## config.mk

```make
export PLATFORM = sky130hd
export DESIGN_NAME = shdn_wake_ctrl
export DESIGN_NICKNAME = d
export VERILOG_FILES = /design/src/rtl/shdn_pkg.sv /design/src/rtl/shdn_sync.sv /design/src/rtl/shdn_filter.sv /design/src/rtl/shdn_regs.sv /design/src/rtl/shdn_wake_ctrl.sv
export SDC_FILE = /design/constraint.sdc
export NUM_CORES = 1
export LEC_CHECK = 0
export CAP_MARGIN = 10
export CORE_ASPECT_RATIO = 0.5
export CORE_UTILIZATION = 55
export CTS_BUF_LIST = sky130_fd_sc_hd__clkbuf_4 sky130_fd_sc_hd__clkbuf_8
export DETAILED_ROUTE_END_ITERATION = 16
export HOLD_SLACK_MARGIN = 0.02
export PLACE_DENSITY = 0.81
export SYNTH_ARGS = -nofsm -noshare
export SYNTH_HDL_FRONTEND = slang
export SYNTH_SLANG_ARGS = --single-unit
```

## constraint.sdc

```tcl
create_clock -name clk -period 3.6 [get_ports clk]
set_input_delay 0.36 -clock clk [delete_from_list [all_inputs] [get_ports clk]]
set_output_delay 0.36 -clock clk [all_outputs]
set_load 0.02 [all_outputs]
```

## src/rtl/shdn_pkg.sv

```systemverilog
package shdn_pkg;
  localparam int DATA_W = 32;
  localparam int ADDR_W = 4;

  localparam logic [ADDR_W-1:0] OFS_CMD  = 4'h0;
  localparam logic [ADDR_W-1:0] OFS_MODE = 4'h4;
  localparam logic [ADDR_W-1:0] OFS_STAT = 4'h8;
  localparam logic [ADDR_W-1:0] OFS_PCFG = 4'hC;

  localparam logic [7:0] CMD_KEY  = 8'hA5;
  localparam int KEY_LSB      = 24;
  localparam int CMD_GO_BIT   = 0;
  localparam int FLT_LSB      = 24;
  localparam int FLT_IDX_W    = 3;
  localparam int ALARM_EN_BIT = 17;
  localparam int ALARM_ST_BIT = 5;
  localparam int PIN_ST_LSB   = 16;
  localparam int PIN_LVL_LSB  = 16;
  localparam int MAX_PINS     = 16;
  localparam int FLT_CNT_W    = 16;

  // Stable-cycle count for each filter index; the top indices saturate.
  function automatic logic [FLT_CNT_W-1:0] flt_len(input logic [FLT_IDX_W-1:0] idx);
    logic [FLT_CNT_W-1:0] n;
    case (idx)
      3'd0:    n = 16'd0;
      3'd1:    n = 16'd3;
      3'd2:    n = 16'd32;
      3'd3:    n = 16'd512;
      3'd4:    n = 16'd4096;
      default: n = 16'd32768;
    endcase
    return n;
  endfunction
endpackage

```

## src/rtl/shdn_sync.sv

```systemverilog
module shdn_sync #(
  parameter int W      = 1,
  parameter int STAGES = 2
) (
  input  logic         clk,
  input  logic         rst,
  input  logic [W-1:0] d,
  output logic [W-1:0] q
);
  logic [W-1:0] stage_q [STAGES];

  always_ff @(posedge clk) begin
    if (rst) begin
      for (int k = 0; k < STAGES; k++) stage_q[k] <= '0;
    end else begin
      stage_q[0] <= d;
      for (int k = 1; k < STAGES; k++) stage_q[k] <= stage_q[k-1];
    end
  end

  assign q = stage_q[STAGES-1];
endmodule

```

## src/rtl/shdn_filter.sv

```systemverilog
module shdn_filter #(
  parameter int CNT_W = 16
) (
  input  logic             clk,
  input  logic             rst,
  input  logic             qual,
  input  logic [CNT_W-1:0] len,
  output logic             hit
);
  logic [CNT_W-1:0] run_q;

  // Counts consecutive qualified cycles; any gap restarts from zero.
  always_ff @(posedge clk) begin
    if (rst || !qual) begin
      run_q <= '0;
    end else if (run_q != {CNT_W{1'b1}}) begin
      run_q <= run_q + 1'b1;
    end
  end

  assign hit = qual && (run_q >= len);
endmodule

```

## src/rtl/shdn_regs.sv

```systemverilog
module shdn_regs
  import shdn_pkg::*;
#(
  parameter int NUM_WK = 16
) (
  input  logic                 clk,
  input  logic                 rst,
  input  logic                 bus_wr,
  input  logic                 bus_rd,
  input  logic [ADDR_W-1:0]    bus_addr,
  input  logic [DATA_W-1:0]    bus_wdata,
  output logic [DATA_W-1:0]    bus_rdata,
  input  logic [NUM_WK-1:0]    pin_evt,
  input  logic                 alarm_evt,
  output logic                 off_cmd,
  output logic [FLT_IDX_W-1:0] flt_idx,
  output logic                 alarm_en,
  output logic [NUM_WK-1:0]    pin_en,
  output logic [NUM_WK-1:0]    pin_lvl,
  output logic [DATA_W-1:0]    status
);
  logic [NUM_WK-1:0] st_pin_q;
  logic              st_alarm_q;
  logic              wr_mode, wr_pcfg, rd_stat;
  logic [DATA_W-1:0] mode_word, pcfg_word, rd_mux;

  assign wr_mode = bus_wr && (bus_addr == OFS_MODE);
  assign wr_pcfg = bus_wr && (bus_addr == OFS_PCFG);
  assign rd_stat = bus_rd && (bus_addr == OFS_STAT);
  assign off_cmd = bus_wr && (bus_addr == OFS_CMD) &&
                   (bus_wdata[KEY_LSB +: 8] == CMD_KEY) && bus_wdata[CMD_GO_BIT];

  always_ff @(posedge clk) begin
    if (rst) begin
      flt_idx  <= '0;
      alarm_en <= 1'b0;
    end else if (wr_mode) begin
      flt_idx  <= bus_wdata[FLT_LSB +: FLT_IDX_W];
      alarm_en <= bus_wdata[ALARM_EN_BIT];
    end
  end

  always_ff @(posedge clk) begin
    if (rst) begin
      pin_en  <= '0;
      pin_lvl <= '0;
    end else if (wr_pcfg) begin
      pin_en  <= bus_wdata[NUM_WK-1:0];
      pin_lvl <= bus_wdata[PIN_LVL_LSB +: NUM_WK];
    end
  end

  // Clear on read, but keep whatever lands at the same edge.
  always_ff @(posedge clk) begin
    if (rst) begin
      st_pin_q   <= '0;
      st_alarm_q <= 1'b0;
    end else if (rd_stat) begin
      st_pin_q   <= pin_evt;
      st_alarm_q <= alarm_evt;
    end else begin
      st_pin_q   <= st_pin_q | pin_evt;
      st_alarm_q <= st_alarm_q | alarm_evt;
    end
  end

  always_comb begin
    status = '0;
    status[PIN_ST_LSB +: NUM_WK] = st_pin_q;
    status[ALARM_ST_BIT]         = st_alarm_q;
    mode_word = '0;
    mode_word[FLT_LSB +: FLT_IDX_W] = flt_idx;
    mode_word[ALARM_EN_BIT]         = alarm_en;
    pcfg_word = '0;
    pcfg_word[NUM_WK-1:0]            = pin_en;
    pcfg_word[PIN_LVL_LSB +: NUM_WK] = pin_lvl;
    case (bus_addr)
      OFS_MODE: rd_mux = mode_word;
      OFS_STAT: rd_mux = status;
      OFS_PCFG: rd_mux = pcfg_word;
      default:  rd_mux = '0;
    endcase
  end

  always_ff @(posedge clk) begin
    if (rst)         bus_rdata <= '0;
    else if (bus_rd) bus_rdata <= rd_mux;
  end
endmodule

```

## src/rtl/shdn_wake_ctrl.sv

```systemverilog
module shdn_wake_ctrl
  import shdn_pkg::*;
#(
  parameter int NUM_WK      = 16,
  parameter int SYNC_STAGES = 2
) (
  input  logic              clk,
  input  logic              rst,
  input  logic              bus_wr,
  input  logic              bus_rd,
  input  logic [3:0]        bus_addr,
  input  logic [31:0]       bus_wdata,
  output logic [31:0]       bus_rdata,
  input  logic [NUM_WK-1:0] wk_in,
  input  logic              rtc_alarm,
  output logic              pwr_en
);
  logic [NUM_WK-1:0]    pin_s, pin_qual, pin_hit, pin_en, pin_lvl;
  logic [FLT_IDX_W-1:0] flt_idx;
  logic [FLT_CNT_W-1:0] flt_n;
  logic                 alarm_en, alarm_hit, off_cmd, asleep, wake;
  logic [DATA_W-1:0]    status;

  shdn_regs #(.NUM_WK(NUM_WK)) u_regs (
    .clk       (clk),
    .rst       (rst),
    .bus_wr    (bus_wr),
    .bus_rd    (bus_rd),
    .bus_addr  (bus_addr),
    .bus_wdata (bus_wdata),
    .bus_rdata (bus_rdata),
    .pin_evt   (pin_hit),
    .alarm_evt (alarm_hit),
    .off_cmd   (off_cmd),
    .flt_idx   (flt_idx),
    .alarm_en  (alarm_en),
    .pin_en    (pin_en),
    .pin_lvl   (pin_lvl),
    .status    (status)
  );

  shdn_sync #(.W(NUM_WK), .STAGES(SYNC_STAGES)) u_sync (
    .clk (clk),
    .rst (rst),
    .d   (wk_in),
    .q   (pin_s)
  );

  assign asleep   = !pwr_en;
  assign flt_n    = flt_len(flt_idx);
  assign pin_qual = asleep ? (pin_en & ~(pin_s ^ pin_lvl)) : '0;

  for (genvar g = 0; g < NUM_WK; g++) begin : g_flt
    shdn_filter #(.CNT_W(FLT_CNT_W)) u_flt (
      .clk  (clk),
      .rst  (rst),
      .qual (pin_qual[g]),
      .len  (flt_n),
      .hit  (pin_hit[g])
    );
  end

  assign alarm_hit = asleep && alarm_en && rtc_alarm;
  assign wake      = (|pin_hit) || alarm_hit;

  always_ff @(posedge clk) begin
    if (rst)                   pwr_en <= 1'b1;
    else if (asleep && wake)   pwr_en <= 1'b1;
    else if (!asleep && off_cmd) pwr_en <= 1'b0;
  end
endmodule

```

=== Word level (Yosys, flattened, before mapping) ===
Memory sizes are Yosys's and may differ from the RTL's.
Cells that the tools add are included.

* Reductions and logical operators: 64
* Eq/ne operators: 24
* Multiplexer cells: 10
* Shifts and indexed selects: 0
* Order comparisons: 16
* Bitwise operators: 7
* Divide/modulo/power cells: 0
* $add $sub $neg: 16
* $mul: 0

{| class="wikitable"
|+ Operators by type and width
! cell !! count
|-
| $add 16x1->16 const B || 16
|-
| $ge 16x16->1 || 16
|-
| $ne 16x16->1 const B || 16
|-
| $pmux 32 s3 || 1
|-
| $pmux 16 s5 || 1
|-
| $mux 16 || 4
|-
| $logic_and 1x1->1 || 26
|-
| $logic_not 1->1 || 17
|-
| $logic_or 1x1->1 || 17
|-
| $and 16x16->16 || 1
|-
| $not 16->16 || 1
|-
| $or 16x16->16 || 1
|-
| $reduce_or 16->1 || 1
|-
| $xor 16x16->16 || 1
|-
| $eq 4x4->1 const B || 2
|-
| $eq 8x8->1 const B || 1
|-
| $eq 3x2->1 const B || 2
|-
| $eq 4x3->1 const B || 1
|-
| $logic_not 4->1 || 1
|-
| $mux 1 || 4
|-
| $eq 3x1->1 const B || 1
|-
| $eq 3x3->1 const B || 1
|-
| $logic_not 3->1 || 1
|-
| $or 1x1->1 || 3
|-
| $reduce_or 2->1 || 1
|}

* Memories kept: 1
* Register bits: 342
* Output and inout port bits: 33
* Bits in latches: 0
* Bits in read-only memories: 0
* Input port bits: 57
* Memory bits (writable): 32

{| class="wikitable"
|+ Memories
! memory !! words !! bits a word !! read ports !! clocked after Yosys merged registers in !! write ports !! line !! source
|-
| u_sync.stage_q || 2 || 16 || 2 || 0 || 2 || shdn_sync.sv:10 || <nowiki>logic [W-1:0] stage_q [STAGES];</nowiki>
|}

=== Logic depth before layout (Yosys ltp) ===
An unclocked memory read counts as a cell.

* Depth in word-level cells: 10
* Mapped depth: 10

=== By module ===
From an unflattened synthesis, not the netlist that was laid out.

* Cell total of the unflattened synthesis: 2,892
* Area, all modules: 23,852.9 um^2

{| class="wikitable"
|+ Modules (own cells, without submodules)
! module !! times used !! area an instance (um^2) !! sequential area each (um^2) !! cells each
|-
| shdn_filter || 16 || 1,176.1 || 320.3 || 147
|-
| shdn_regs || 1 || 3,651.0 || 1,701.6 || 405
|-
| shdn_sync || 1 || 983.4 || 640.6 || 83
|-
| shdn_wake_ctrl || 1 || 400.4 || 20.0 || 52
|}

=== Least setup slack after synthesis ===
Ideal clock, no wire load.

* Path type: register to register
* Start point: register u_regs.flt_idx[1]
* End point: register pwr_en
* Clock period less this slack: 3.113 ns
* Setup slack: 0.487 ns
* Data arrival time: 2.982 ns
* Stages on the path, launching flop included: 10
* Cells stage by stage: dfxtp_1 -> clkbuf_1 -> o21ai_0 -> ha_1 -> o31a_1 -> a311o_1 -> a21oi_1 -> o32ai_1 -> nor4_1 -> nand4_1

* Cells in the longest elaborated chain, start to end: 8

{| class="wikitable"
|+ RTL lines
! element !! line !! source
|-
| start: declaration || shdn_regs.sv:16 || <nowiki>output logic [FLT_IDX_W-1:0] flt_idx,</nowiki>
|-
| start signal: assignment || shdn_regs.sv:38 || <nowiki>flt_idx <= bus_wdata[FLT_LSB +: FLT_IDX_W];</nowiki>
|-
| $eq 3x3->1, or another cell as far along || shdn_pkg.sv:25 || <nowiki>case (idx)</nowiki>
|-
| $pmux 16 s5 * || shdn_pkg.sv:25 ||
|-
| $ge 16x16->1 || shdn_filter.sv:21 || <nowiki>assign hit = qual && (run_q >= len);</nowiki>
|-
| $logic_and 1x1->1 || shdn_filter.sv:21 ||
|-
| $reduce_or 16->1 * || shdn_wake_ctrl.sv:64 || <nowiki>assign wake = (|pin_hit) || alarm_hit;</nowiki>
|-
| $logic_or 1x1->1 * || shdn_wake_ctrl.sv:64 ||
|-
| $logic_and 1x1->1 * || shdn_wake_ctrl.sv:68 || <nowiki>else if (asleep && wake) pwr_en <= 1'b1;</nowiki>
|-
| $reduce_or 2->1 (no line) * || n/a ||
|-
| end signal: assignment || shdn_wake_ctrl.sv:67 || <nowiki>if (rst) pwr_en <= 1'b1;</nowiki>
|-
| end signal: assignment || shdn_wake_ctrl.sv:68 ||
|-
| end signal: assignment || shdn_wake_ctrl.sv:69 || <nowiki>else if (!asleep && off_cmd) pwr_en <= 1'b0;</nowiki>
|-
| end: declaration || shdn_wake_ctrl.sv:16 || <nowiki>output logic pwr_en</nowiki>
|}

Mark *: on every way between the ends. The rest lies on a longest branch, timed or not.
A chain may end at the register's enable or synchronous reset.

=== Worst setup path in the final report ===
* Start point: register u_regs.flt_idx[0]
* End point: register pwr_en

Same word-level chain as after synthesis.

==> reports/results.ini <==
[cts]
htree_levels = 2
cts_hold_buf = 0
cts.sinks = 374
cts_buffer_depth = 3
cts_tree = done
insertion_delay_ns = 0.62
clk_pin_slew_ns = 0.07
cts_buffers = 53
post_cts_buffers = 0
ctsResizeCount = 0
cts-root-buf = clkbuf_8

[worst_setup_path]
path_cells = or3b_2, ha_1, or4_1, a211oi_1, o31a_1, o32ai_1, nor4_1, nand4_1
critPathMaxFanout = 21
crit_start = u_regs.flt_idx[0]
worstReg2RegStart = u_regs.flt_idx[0]
critical_path_class = register to register
slowest_delay_ns = 0.83
cp-start-kind = register
regToRegSetupSlack_ns = 0.42
endpoint_kind = register
cp.required_ns = 4.10
critPathSlowestCell = or3b_2
r2r_cells = 8
r2r_end = pwr_en
cp-endpoint = pwr_en
crit_arrival_ns = 3.69

[cells_and_area]
utilization_pct = 63.54
nNetsFinal = 2386
drive_gt1_share_pct = 7.611
antenna_cells = 0
area_growth_pct = 13.26

[timing]
layout_setup_ws_ns = 0.4154
hold_viol = 0
max_freq_mhz = 314.0
fin_worst_skew_ns = 0.01748
fin_crit_ns = 3.185
drv_slew = 0
slew_headroom_pct = 39.00
timing_worst_slew_pin_value_ns = 0.9150
rsz0062_at_grt = no
finalCritPeriodShare_pct = 88.46
setup-violations-final = 0
tns_ns = 0

[yosys]
yosysTopAreaCell = dfxtp_1
synth_area_leaders = dfxtp_1, ha_1, nor2_1
yosysWarningCount = 0
ys_types = 72
ys_seq_area_share_pct = 40.24
yosysMostFrequentCell = dfxtp_1
async_flop_share_pct = 0
synthTopCellsByCount = dfxtp_1, nor2_1, nand2_1, a21oi_1, xnor2_1
synth_top_area_share_pct = 40.24
netlist_instances = 2156
synth.avg_cell_area_sq_um = 8.631
ys_ff_latch = 374
synth-edff-count = 0
syn_nets = 2309
syn_area_sq_um = 18610
synthFlopType = dfxtp_1

[power_and_ir_drop]
p_per_area_nw_per_um2 = 384.1
ir_worst_vdd_mv = 0.2823
power_switching_share_pct = 22.18
power.share.sequential_pct = 51.5
p_int_mw = 6.301
p_clk_share_pct = 46.1
p_sw_mw = 1.795
p_total_mw = 8.096
p_leak_nw = 7.247
combPwrFrac_pct = 2.4

[drt]
firstDrtPassIters = 6
drt_iter0_drc = 1305
num_vias = 16135
routedWlPerCell_um = 17.08
drc_errors = 0
drt-total-wl_mm = 46.35
via_per_inst = 5.945
antenna_left = 0

[floorplan]
io_pins = 90
num_rows = 47
initial_core_util_pct = 56.10
core_area_sq_um = 33170
die_h_um = 132.1
dieArea_sq_um = 34620
die_w_um = 262.1

[global_route]
grt_max_degree = 84
antenna_found_initial = 0
overflow = 0
grt_pass1_wl_mm = 75.60
track_usage_pct = 26.71
grt_pass1_vias = 14897

[status]
status = completed

[place]
io_buffers = 89
hpwl_mm = 32.49
place_congestion = 0.9136
place_ws_ns = 0.4506

[min_path]
hold_class = primary input to register

[run]
max-cap-violations = 0

worst max-delay path: cells and delay by family, from the launching register on:
family / cells / cell delay, ns
fa+ha+maj: 1 / 0.32
simple gates: 4 / 1.64
flops: 1 / 0.52
compound gates: 3 / 0.59
area by class of cell:
| type | count | area [sq um] |
|---|---|---|
| inverters | 36 | 135.1 |
| multi-input cells | 1650 | 10600 |
| repair buffers | 118 | 1106 |
| clock inverters | 12 | 115.1 |
| clock buffers | 83 | 1080 |
| flip-flops and latches | 374 | 7487 |
| well taps | 441 | 551.8 |
| fillers | 2775 | 12090 |
power by group through the flow:
stage	Clock, mW	Sequential (mW)	Combinational (mW)
floorplan	0	4.26	0.0890
global placement	0	4.26	0.188
detailed placement	0	4.26	0.189
CTS	3.78	4.17	0.190
global route	3.99	4.17	0.206
finish	3.73	4.17	0.192
cells in the final DEF (no fill, tap or decap), types with 13 or more instances in the layout:
cell | synthesis | layout
nand4_1 | 52 | 52
inv_1 | 36 | 36
and3_1 | 16 | 16
ha_1 | 96 | 96
xnor2_1 | 101 | 101
a311oi_1 | 14 | 14
nor2b_1 | 56 | 56
buf_4 | 1 | 30
dfxtp_1 | 374 | 374
nor2_1 | 289 | 289
clkdlybuf4s50_1 | 0 | 88
a211oi_1 | 23 | 23
xor2_1 | 59 | 59
clkbuf_8 | 0 | 73
nor3_1 | 88 | 88
nand2_1 | 190 | 190
o31a_1 | 21 | 21
and4_1 | 19 | 19
o21ai_0 | 48 | 47
nor4b_1 | 25 | 25
a22oi_1 | 17 | 17
or3_1 | 51 | 51
nor4_1 | 35 | 35
mux2i_1 | 35 | 35
a21oi_1 | 124 | 124
or4_1 | 19 | 19
nor3b_1 | 16 | 16
o2bb2ai_1 | 13 | 13
nand3_1 | 94 | 94
layer usage:
| metal | routed length (um) | up-vias | global-route usage, % |
|---|---|---|---|
| met2 | 21160 | 431 | 42.88 |
| met4 | 1182 | 0 | 8.253 |
| met5 | 0 | - | 0 |
| met1 | 21300 | 7694 | 36.48 |
| li1 | - | 7924 | - |
| met3 | 2714 | 86 | 4.767 |
worst min-delay path by stage:
stage	to	cells after the start	from
global placement	u_sync.stage_q[0][26]	1	u_sync.stage_q[0][10]
CTS	u_sync.stage_q[0][12]	2	wk_in[12]
floorplan	u_sync.stage_q[0][16]	1	u_sync.stage_q[0][0]
finish	u_sync.stage_q[0][5]	2	wk_in[5]
detailed placement	u_sync.stage_q[0][27]	1	u_sync.stage_q[0][11]
global route	u_sync.stage_q[0][12]	2	wk_in[12]
sequential cells by signal (all words and copies together), names as in the netlist:
| name | cells |
|---|---|
| u_regs.pin_en | 16 |
| u_sync.stage_q | 32 |
| u_regs.pin_lvl | 16 |
| u_regs.alarm_en | 1 |
| g_flt.u_flt.run_q | 256 |
| u_regs.flt_idx | 3 |
| u_regs.st_alarm_q | 1 |
| pwr_en | 1 |
| u_regs.st_pin_q | 16 |
| u_regs.bus_rdata | 32 |
per-stage QoR:
| step | hold slack, ns | instances | cell area, sq um |
|---|---|---|---|
| floorplan | 0.4138 | 2156 | 18610 |
| global placement | 0.4167 | 2619 | 19880 |
| detailed placement | 0.4262 | 2619 | 19880 |
| CTS | 0.2594 | 2714 | 21080 |
| global route | 0.2655 | 2714 | 21080 |
| finish | 0.2855 | 2714 | 21080 |
cells by family (layout without fill, tap and decap cells):
kind of cell,count (synthesis),count (layout),share of synthesized area (%)
flops,374,374,40.24
compound gates,319,319,11.30
buf+inv,132,249,2.817
mux,39,39,2.125
xor+xnor,160,160,7.531
simple gates,1036,1036,29.53
fa+ha+maj,96,96,6.455
No activity file was read; power rests on OpenSTA's default activity.
